### src/rtl/sbc_reg_pkg.sv
package sbc_reg_pkg;

    localparam int BUS_W   = 32;
    localparam int CTRL_W  = 16;
    localparam int STAT_W  = 9;
    localparam int TADR_W  = 10;
    localparam int TXB_W   = 8;
    localparam int ISR_W   = 10;
    localparam int LEN_W   = 8;
    localparam int MASK_W  = 10;

    localparam logic [CTRL_W-1:0] CTRL_RO  = 16'h00C0;
    localparam logic [ISR_W-1:0]  ISR_WTC  = 10'h2FF;
    localparam logic [ISR_W-1:0]  ISR_RO   = 10'h100;
    localparam logic [MASK_W-1:0] MASK_RST = 10'h2FF;
    localparam int                CLR_BIT  = 6;

    typedef enum logic [3:0] {
        IX_CTRL = 4'd0,
        IX_STAT = 4'd1,
        IX_TADR = 4'd2,
        IX_TXB  = 4'd3,
        IX_ISR  = 4'd4,
        IX_LEN  = 4'd5,
        IX_MASK = 4'd8,
        IX_IEN  = 4'd9,
        IX_IDIS = 4'd10
    } reg_ix_e;

    typedef struct packed {
        logic ctrl;
        logic stat;
        logic tadr;
        logic txb;
        logic isr;
        logic len;
        logic mask;
        logic ien;
        logic idis;
    } reg_hit_t;

endpackage

### src/rtl/sbc_reg_decode.sv
module sbc_reg_decode
    import sbc_reg_pkg::*;
#(
    parameter int AW = 6
) (
    input  logic [AW-1:0] addr,
    output reg_hit_t      hit
);
    localparam int IX_W = AW - 2;

    logic [IX_W-1:0] ix;
    assign ix = addr[AW-1:2];

    always_comb begin
        hit = '0;
        case (ix)
            IX_W'(IX_CTRL): hit.ctrl = 1'b1;
            IX_W'(IX_STAT): hit.stat = 1'b1;
            IX_W'(IX_TADR): hit.tadr = 1'b1;
            IX_W'(IX_TXB):  hit.txb  = 1'b1;
            IX_W'(IX_ISR):  hit.isr  = 1'b1;
            IX_W'(IX_LEN):  hit.len  = 1'b1;
            IX_W'(IX_MASK): hit.mask = 1'b1;
            IX_W'(IX_IEN):  hit.ien  = 1'b1;
            IX_W'(IX_IDIS): hit.idis = 1'b1;
            default:        hit      = '0;
        endcase
    end

    // at most one register selected per access
    a_r1_onehot_hit: assert final ($onehot0(hit));

endmodule

### src/rtl/sbc_reg_field.sv
module sbc_reg_field #(
    parameter int             W     = 8,
    parameter int             BW    = 32,
    parameter logic [W-1:0]   RO    = '0,
    parameter logic [W-1:0]   WTC   = '0,
    parameter logic [W-1:0]   RST   = '0
) (
    input  logic          clk,
    input  logic          rst_n,
    input  logic          wr_hit,
    input  logic [BW-1:0] wdata,
    input  logic [W-1:0]  set_i,
    output logic [W-1:0]  q
);
    localparam logic [W-1:0] KEEP = RO | WTC;

    typedef struct packed {
        logic [W-1:0] val;
    } fld_t;

    fld_t fld_d, fld_q;
    logic [W-1:0] wr_val;
    logic [W-1:0] merged;

    assign wr_val = wdata[W-1:0];

    always_comb begin
        merged    = (wr_val & ~KEEP) | (fld_q.val & KEEP);
        merged    = merged & ~(wr_val & WTC);
        fld_d     = fld_q;
        if (wr_hit) begin
            fld_d.val = merged;
        end
        fld_d.val = fld_d.val | set_i;
    end

    always_ff @(posedge clk) begin
        if (!rst_n) begin
            fld_q.val <= RST;
        end else begin
            fld_q <= fld_d;
        end
    end

    assign q = fld_q.val;

    // a set pulse lands at the next edge
    a_r5_set_lands: assert property (@(posedge clk) disable iff (!rst_n)
        (|set_i) |=> ((q & $past(set_i)) == $past(set_i)));

    // set wins over a simultaneous clear
    a_r6_set_wins: assert property (@(posedge clk) disable iff (!rst_n)
        (wr_hit && (|(set_i & wr_val & WTC))) |=>
        ((q & $past(set_i)) == $past(set_i)));

    // read-only bits hold unless set by the engine
    a_r3_r5_ro_held: assert property (@(posedge clk) disable iff (!rst_n)
        ((set_i & RO) == '0) |=> ((q & RO) == ($past(q) & RO)));

    // a clearing write with no set leaves the cleared bits low
    a_r5_wtc_clear: assert property (@(posedge clk) disable iff (!rst_n)
        (wr_hit && (set_i == '0)) |=> ((q & $past(wr_val & WTC)) == '0));

endmodule

### src/rtl/sbc_irq_ctrl.sv
module sbc_irq_ctrl #(
    parameter int           W   = 10,
    parameter logic [W-1:0] RST = '1
) (
    input  logic         clk,
    input  logic         rst_n,
    input  logic         en_wr,
    input  logic         dis_wr,
    input  logic [W-1:0] wval,
    input  logic [W-1:0] isr,
    output logic [W-1:0] mask_q,
    output logic         irq
);
    typedef struct packed {
        logic [W-1:0] mask;
    } irq_st_t;

    irq_st_t st_d, st_q;

    always_comb begin
        st_d = st_q;
        if (en_wr) begin
            st_d.mask = st_q.mask & ~wval;
        end else if (dis_wr) begin
            st_d.mask = st_q.mask | wval;
        end
    end

    always_ff @(posedge clk) begin
        if (!rst_n) begin
            st_q.mask <= RST;
        end else begin
            st_q <= st_d;
        end
    end

    assign mask_q = st_q.mask;
    assign irq    = |(isr & ~st_q.mask);

    // the mask moves only on enable or disable writes
    a_r7_mask_hold: assert property (@(posedge clk) disable iff (!rst_n)
        (!en_wr && !dis_wr) |=> $stable(mask_q));

    // enable clears the written bits
    a_r8_enable: assert property (@(posedge clk) disable iff (!rst_n)
        en_wr |=> ((mask_q & $past(wval)) == '0));

    // disable sets the written bits
    a_r8_disable: assert property (@(posedge clk) disable iff (!rst_n)
        (dis_wr && !en_wr) |=> ((mask_q & $past(wval)) == $past(wval)));

endmodule

### src/rtl/sbc_regbank.sv
module sbc_regbank
    import sbc_reg_pkg::*;
#(
    parameter int AW = 6
) (
    input  logic              clk,
    input  logic              rst_n,
    input  logic [AW-1:0]     bus_addr,
    input  logic              bus_wr,
    input  logic              bus_rd,
    input  logic [BUS_W-1:0]  bus_wdata,
    output logic [BUS_W-1:0]  bus_rdata,
    input  logic [STAT_W-1:0] status_in,
    input  logic [ISR_W-1:0]  evt_set,
    output logic [CTRL_W-1:0] ctrl_o,
    output logic [TADR_W-1:0] tgt_addr_o,
    output logic [TXB_W-1:0]  tx_byte_o,
    output logic [LEN_W-1:0]  xfer_len_o,
    output logic              fifo_clr_o,
    output logic              irq_o
);
    typedef struct packed {
        logic [BUS_W-1:0]  rdata;
        logic [STAT_W-1:0] status;
        logic              fifo_clr;
    } top_st_t;

    top_st_t  st_d, st_q;
    reg_hit_t hit;
    reg_hit_t wr_hit;
    logic [ISR_W-1:0]  isr_q;
    logic [MASK_W-1:0] mask_q;
    logic [BUS_W-1:0]  rd_mux;

    sbc_reg_decode #(.AW(AW)) u_decode (
        .addr (bus_addr),
        .hit  (hit)
    );

    assign wr_hit = bus_wr ? hit : '0;

    sbc_reg_field #(.W(CTRL_W), .BW(BUS_W), .RO(CTRL_RO)) u_ctrl (
        .clk (clk), .rst_n (rst_n), .wr_hit (wr_hit.ctrl),
        .wdata (bus_wdata), .set_i ('0), .q (ctrl_o)
    );

    sbc_reg_field #(.W(TADR_W), .BW(BUS_W)) u_tadr (
        .clk (clk), .rst_n (rst_n), .wr_hit (wr_hit.tadr),
        .wdata (bus_wdata), .set_i ('0), .q (tgt_addr_o)
    );

    sbc_reg_field #(.W(TXB_W), .BW(BUS_W)) u_txb (
        .clk (clk), .rst_n (rst_n), .wr_hit (wr_hit.txb),
        .wdata (bus_wdata), .set_i ('0), .q (tx_byte_o)
    );

    sbc_reg_field #(.W(LEN_W), .BW(BUS_W)) u_len (
        .clk (clk), .rst_n (rst_n), .wr_hit (wr_hit.len),
        .wdata (bus_wdata), .set_i ('0), .q (xfer_len_o)
    );

    sbc_reg_field #(.W(ISR_W), .BW(BUS_W), .RO(ISR_RO), .WTC(ISR_WTC)) u_isr (
        .clk (clk), .rst_n (rst_n), .wr_hit (wr_hit.isr),
        .wdata (bus_wdata), .set_i (evt_set), .q (isr_q)
    );

    sbc_irq_ctrl #(.W(MASK_W), .RST(MASK_RST)) u_irq (
        .clk    (clk),
        .rst_n  (rst_n),
        .en_wr  (wr_hit.ien),
        .dis_wr (wr_hit.idis),
        .wval   (bus_wdata[MASK_W-1:0]),
        .isr    (isr_q),
        .mask_q (mask_q),
        .irq    (irq_o)
    );

    always_comb begin
        rd_mux = '0;
        if (hit.ctrl) rd_mux = BUS_W'(ctrl_o);
        if (hit.stat) rd_mux = BUS_W'(st_q.status);
        if (hit.tadr) rd_mux = BUS_W'(tgt_addr_o);
        if (hit.txb)  rd_mux = BUS_W'(tx_byte_o);
        if (hit.isr)  rd_mux = BUS_W'(isr_q);
        if (hit.len)  rd_mux = BUS_W'(xfer_len_o);
        if (hit.mask) rd_mux = BUS_W'(mask_q);
    end

    always_comb begin
        st_d          = st_q;
        st_d.status   = status_in;
        st_d.fifo_clr = wr_hit.ctrl & bus_wdata[CLR_BIT];
        if (bus_rd) begin
            st_d.rdata = rd_mux;
        end
    end

    always_ff @(posedge clk) begin
        if (!rst_n) begin
            st_q.rdata    <= '0;
            st_q.status   <= '0;
            st_q.fifo_clr <= 1'b0;
        end else begin
            st_q <= st_d;
        end
    end

    assign bus_rdata  = st_q.rdata;
    assign fifo_clr_o = st_q.fifo_clr;

    // a clearing control write yields the pulse on the next cycle
    a_r3_clr_pulse: assert property (@(posedge clk) disable iff (!rst_n)
        (bus_wr && hit.ctrl && bus_wdata[CLR_BIT]) |=> fifo_clr_o);

    // writes to unmapped words leave every stored output unchanged
    a_r1_unmapped_quiet: assert property (@(posedge clk) disable iff (!rst_n)
        (bus_wr && (hit == '0) && (evt_set == '0)) |=>
        ($stable(ctrl_o) && $stable(tgt_addr_o) && $stable(tx_byte_o) &&
         $stable(xfer_len_o) && $stable(isr_q) && $stable(mask_q)));

    // an unmasked event raises the line on the next cycle
    a_r9_irq_follows_set: assert property (@(posedge clk) disable iff (!rst_n)
        ((|(evt_set & ~mask_q)) && !wr_hit.idis) |=> irq_o);

    // read data is held when no read is strobed
    a_r11_rdata_hold: assert property (@(posedge clk) disable iff (!rst_n)
        !bus_rd |=> $stable(bus_rdata));

endmodule

### config.mk
export PLATFORM = sky130hd
export DESIGN_NAME = sbc_regbank
export DESIGN_NICKNAME = d
export VERILOG_FILES = /design/src/rtl/sbc_reg_pkg.sv /design/src/rtl/sbc_reg_decode.sv /design/src/rtl/sbc_reg_field.sv /design/src/rtl/sbc_irq_ctrl.sv /design/src/rtl/sbc_regbank.sv
export SDC_FILE = /design/constraint.sdc
export NUM_CORES = 1
export LEC_CHECK = 0
export ABC_AREA = 1
export BUFFER_PORTS_ARGS = -buffer_cell sky130_fd_sc_hd__buf_2
export CAP_MARGIN = 20
export CORE_UTILIZATION = 52
export DETAILED_ROUTE_END_ITERATION = 10
export PLACE_DENSITY_LB_ADDON = 0.12
export SYNTH_ARGS = -nofsm -noshare
export SYNTH_HDL_FRONTEND = slang
export SYNTH_HIERARCHICAL = 1
export SYNTH_SLANG_ARGS = --single-unit
### constraint.sdc
create_clock -name clk -period 1.8 [get_ports clk]
set_input_delay 0.18 -clock clk [delete_from_list [all_inputs] [get_ports clk]]
set_output_delay 0.18 -clock clk [all_outputs]
set_load 0.01 [all_outputs]
# Yosys cells after proc, flatten, opt, wreduce, memory -nomap -nowiden

Index checks and enable logic that the tools add are counted.

Register bits after elaboration: 104
Bits of input ports: 61
Output and inout port bits: 76
Word-level logic and storage cells: 50

Muxes and demuxes: 20
Equality and inequality tests: 8
Reduce and logical (&&, ||, !) cells: 3
Bitwise operators: 10

Operator list:

| kind                                                                   | count |
|---|---|
| 32-bit 2-to-1 mux                                                      | 6 |
| 10-bit bitwise AND                                                     | 3 |
| 10-bit 2-to-1 mux                                                      | 3 |
| 10-bit inverter                                                        | 3 |
| 10-bit bitwise OR                                                      | 2 |
| 16-bit 2-to-1 mux                                                      | 1 |
| 16-bit by 8-bit bitwise OR with 16-bit output                          | 1 |
| 4-bit equality test (second input constant)                            | 3 |
| 10-bit OR reduction                                                    | 1 |
| 1-bit 2-to-1 mux                                                       | 9 |
| 9-bit 2-to-1 mux                                                       | 1 |
| 4-bit by 2-bit equality test with 1-bit output (second input constant) | 2 |
| 4-bit by 3-bit equality test with 1-bit output (second input constant) | 2 |
| 4-bit by 1-bit equality test with 1-bit output (second input constant) | 1 |
| 4-bit zero test                                                        | 1 |
| 2-bit nonzero test                                                     | 1 |
| 1-bit bitwise AND                                                      | 1 |

# Longest topological paths before layout

Word-level depth: 9
Mapped depth: 13
Gate-level depth less buffers: 10

# By module

Netlist, hierarchy kept.

Modules (own cells, without submodules):

| module                    | seq. area each (µm²) | times used | area each (µm²) | cells an instance |
|---|---|---|---|---|
| sbc_regbank               | 520.5                | 1          | 1906.8          | 306 |
| sbc_reg_field (u_ctrl)    | 320.3                | 1          | 817.0           | 111 |
| sbc_reg_field (u_len ...) | 160.2                | 2          | 384.1           | 61 |
| sbc_irq_ctrl              | 200.2                | 1          | 539.3           | 83 |
| sbc_reg_field (u_tadr)    | 200.2                | 1          | 470.5           | 75 |
| sbc_reg_field (u_isr)     | 200.2                | 1          | 369.1           | 50 |
| sbc_reg_decode            | 0.0                  | 1          | 75.1            | 20 |

# Worst setup path before layout

No wires, ideal clock.

Path type: input-to-reg
Start: input port bus_addr[4]
End: register u_ctrl.fld_q, in the netlist u_ctrl/q[11]
Path slack: 0.438 ns
Stages: 13
Setup time: 0.109 ns
Path buffers: 3
Arrival time: 1.254 ns
Cell sequence: inv_1 -> nand2_1 -> nor2_1 -> buf_2 -> nand2_1 -> inv_1 -> buf_6 -> inv_6 -> buf_12 -> nand2_2 -> nand3_2 -> nand2_1 -> inv_1

RTL lines:

| item                   | RTL line            | source |
|---|---|---|
| start: declaration     | sbc_regbank.sv:8    | `input logic [AW-1:0] bus_addr,` |
| end signal: assignment | sbc_reg_field.sv:41 | `fld_q <= fld_d;` |
| end: declaration       | sbc_reg_field.sv:21 | `fld_t fld_d, fld_q;` |

==> impl_metrics.py <==
metrics = {
    "run_status": {
        "outcome": "finished, final reports clean",
    },
    "yosys": {
        "yosys_warnings": 6,
        "synthAdderAreaFrac_pct": 0,
        "synth_xor_area_share_pct": 0,
        "synth_area_leaders": "dfxtp_1 36%, nand2_1 19%, inv_1 9.0%",
        "synth_cells": 767,
        "yosys.area.top_type_share_pct": 35.6,
        "synth_seq_cells": 88,
        "synth_compound_area_share_pct": 6.53,
        "synth_top_family_by_area": "simple AND/OR/NAND/NOR gates",
        "ys_types": 27,
        "synthSimpleGateAreaFrac_pct": 36.6,
        "syn_area_per_cell_um2": 6.45,
        "synth_mux_area_share_pct": 0,
        "synth-seq-area-share_pct": 35.6,
        "netlist.top_cell.by_area": "dfxtp_1",
        "syn_area_um2": 4950,
    },
    "hold_path": {
        "hp-class": "in -> reg",
    },
    "floorplan": {
        "die-area_um2": 9910,
        "die_w_um": 99.5,
        "fp.dieH_um": 99.5,
        "initial_utilization_pct": 53.5,
        "num_io_pins": 137,
        "rows": 35,
        "core_area_um2": 9240,
    },
    "clock_tree": {
        "cts.sinks": 88,
        "clk_pin_slew_ps": 90,
        "ctsHtreeMaxLevel": 3,
        "numCtsBuffers": 9,
        "cts_root_buffer": "clkbuf_8",
        "max-clock-path-buffers": 2,
        "clkLatencyLatePin_ps": 360,
        "cts_setup_buffers": 0,
        "cts_tree": "built",
        "ctsHoldBuffers": 7,
        "cts_resized": 0,
    },
    "sta": {
        "post-route-min-period_ps": 1450,
        "finalClockSkew_ps": 8.23,
        "slew_headroom_pct": 64.7,
        "timing.final.crit_share_pct": 80.5,
        "max_freq_mhz": 690,
        "tns_ps": 0,
        "hold_violations": 0,
        "rsz0062_at_grt": "no",
        "tightestPinTransition_ps": 529,
        "setup_viol": 0,
        "final_max_slew_viol_count": 0,
        "timing.hold.ws_ps": 9.59,
    },
    "drt": {
        "vias": 4845,
        "drt_first_iter_violations": 232,
        "routedWlPerCell_um": 12.5,
        "drcViolationCount": 0,
        "drt_wl_total_um": 12900,
        "dr.pass1.iters": 5,
        "ant_nets": 0,
        "vias_per_cell": 4.70,
    },
    "finish": {
        "layout-drive-gt1-share_pct": 22.6,
        "nets": 958,
        "layout_common_cells": "250 x nand2_1, 118 x inv_1, 102 x buf_2",
        "regArea_um2": 1760,
        "fillers": 899,
        "syn_to_final_growth_pct": 15.7,
        "multi_input_area_um2": 2350,
        "final_common_cell": "nand2_1",
        "n_antenna_cell": 0,
    },
    "global_routing": {
        "grt_pass1_wl_um": 20900,
        "grt_use_total_pct": 27.1,
        "grt_pass1_vias": 4432,
        "grt_overflow": 0,
        "antenna_found_initial": 0,
        "grt_max_degree": 40,
    },
    "pwr": {
        "ir_drop_uv": 411,
        "power.leakage_nw": 3.26,
        "finalPower_mw": 4.24,
        "combinationalPowerShare_pct": 16.1,
        "internal_power_mw": 2.96,
        "p_sw_mw": 1.27,
        "p_per_area_nw_per_um2": 740,
        "p_seq_share_pct": 51.0,
        "clockPowerShare_pct": 33.0,
        "switching_share_pct": 30.1,
    },
    "place": {
        "hpwl_um": 9640,
        "io_buffers": 102,
        "gp_congestion": 0.911,
    },
    "worst_setup_path": {
        "crit_path_end_kind": "output port",
        "path_max_fanout": 3,
        "path_cells": "inv_1, nand2_1, nand2_1, nor2_1, nand3_1, buf_2",
        "path_class": "reg -> out",
        "start_kind": "flop",
        "cp.required_ps": 1620,
        "critPathBufInv": 2,
        "critPathSlowestCell": "dfxtp_1",
        "arrival_ps": 1270,
        "cp_slowest_stage_delay_ps": 410,
        "crit_path_frequent_cell": "nand2_1",
        "cp_top_family": "flip-flops",
    },
    "run": {
        "cap_violations": 0,
    },
}
## kinds of logic after synthesis
logic type	after synthesis
compound gates	57
flops	88
simple gates	415
buf+inv	206
other cells	1
## path summary, 6_finish.rpt
path / endpoint / depth (start not counted) / slack, ps / start
max reg2reg: bus_rdata[2] / 6 / 720 / u_ctrl/q[2]
min: st_q[5] / 3 / 10 / status_in[4]
max: irq_o / 6 / 350 / flop
min reg2reg: bus_rdata[15] / 2 / 470 / bus_rdata[15]
## cell usage after synthesis
master    count
nor2_2       10
clkinv_4      1
inv_6         3
nor2_1       60
buf_12        2
nand2_4       2
nand2_1     250
dfxtp_1      88
nor2_8        1
a21oi_2      10
buf_2        10
conb_1        1
clkbuf_2      1
clkbuf_1      1
nand3_2      10
buf_1         1
nor2_4        1
buf_4        32
a21oi_1      35
inv_2        24
buf_6        12
o21ai_0      12
nand4_1       6
nand3_1      63
inv_1       118
clkinv_1      1
nand2_2      12
## power groups by stage
stage	logic [mW]	registers (mW)	clock network (mW)
floorplan	0.440	2.21	0
detailed placement	0.662	2.20	0
finish	0.681	2.16	1.40
global placement	0.642	2.20	0
CTS	0.676	2.16	1.42
global route	0.769	2.17	1.49
## metal layers
layer  vias up  share of wire (%)  routed length, um  track usage, %
met5         -                  0                  0               0
met4         0                1.7                220            9.62
met3        21                7.3                939            4.22
met2       200                 46               6000            44.6
met1      2163                 45               5770            36.0
li1       2461                  -                  -               -
## area by class of cell
type | count | share of cell area [%]
inverter | 147 | 10.0
clock inverter | 7 | 1.22
sequential | 88 | 30.8
multi-input combinational | 530 | 41.1
clock buffer | 9 | 2.17
tap | 129 | 2.82
timing repair buffer | 121 | 11.9
## stage by stage
stage,worst slack [ps],util [%],std cells,cell area [um^2]
finish,351,61.9,1031,5720
global route,287,61.9,1031,5720
CTS,342,61.9,1031,5720
detailed placement,205,59.1,1008,5460
global placement,239,59.1,1008,5460
floorplan,438,-,824,5160
## worst reg2reg max path: cells and delay by family (launching register included)
| kind | cells | cell delay, ps |
|---|---|---|
| simple gates | 5 | 490 |
| flops | 1 | 420 |
| compound gates | 1 | 110 |
Power figures use the tool's default switching activity.
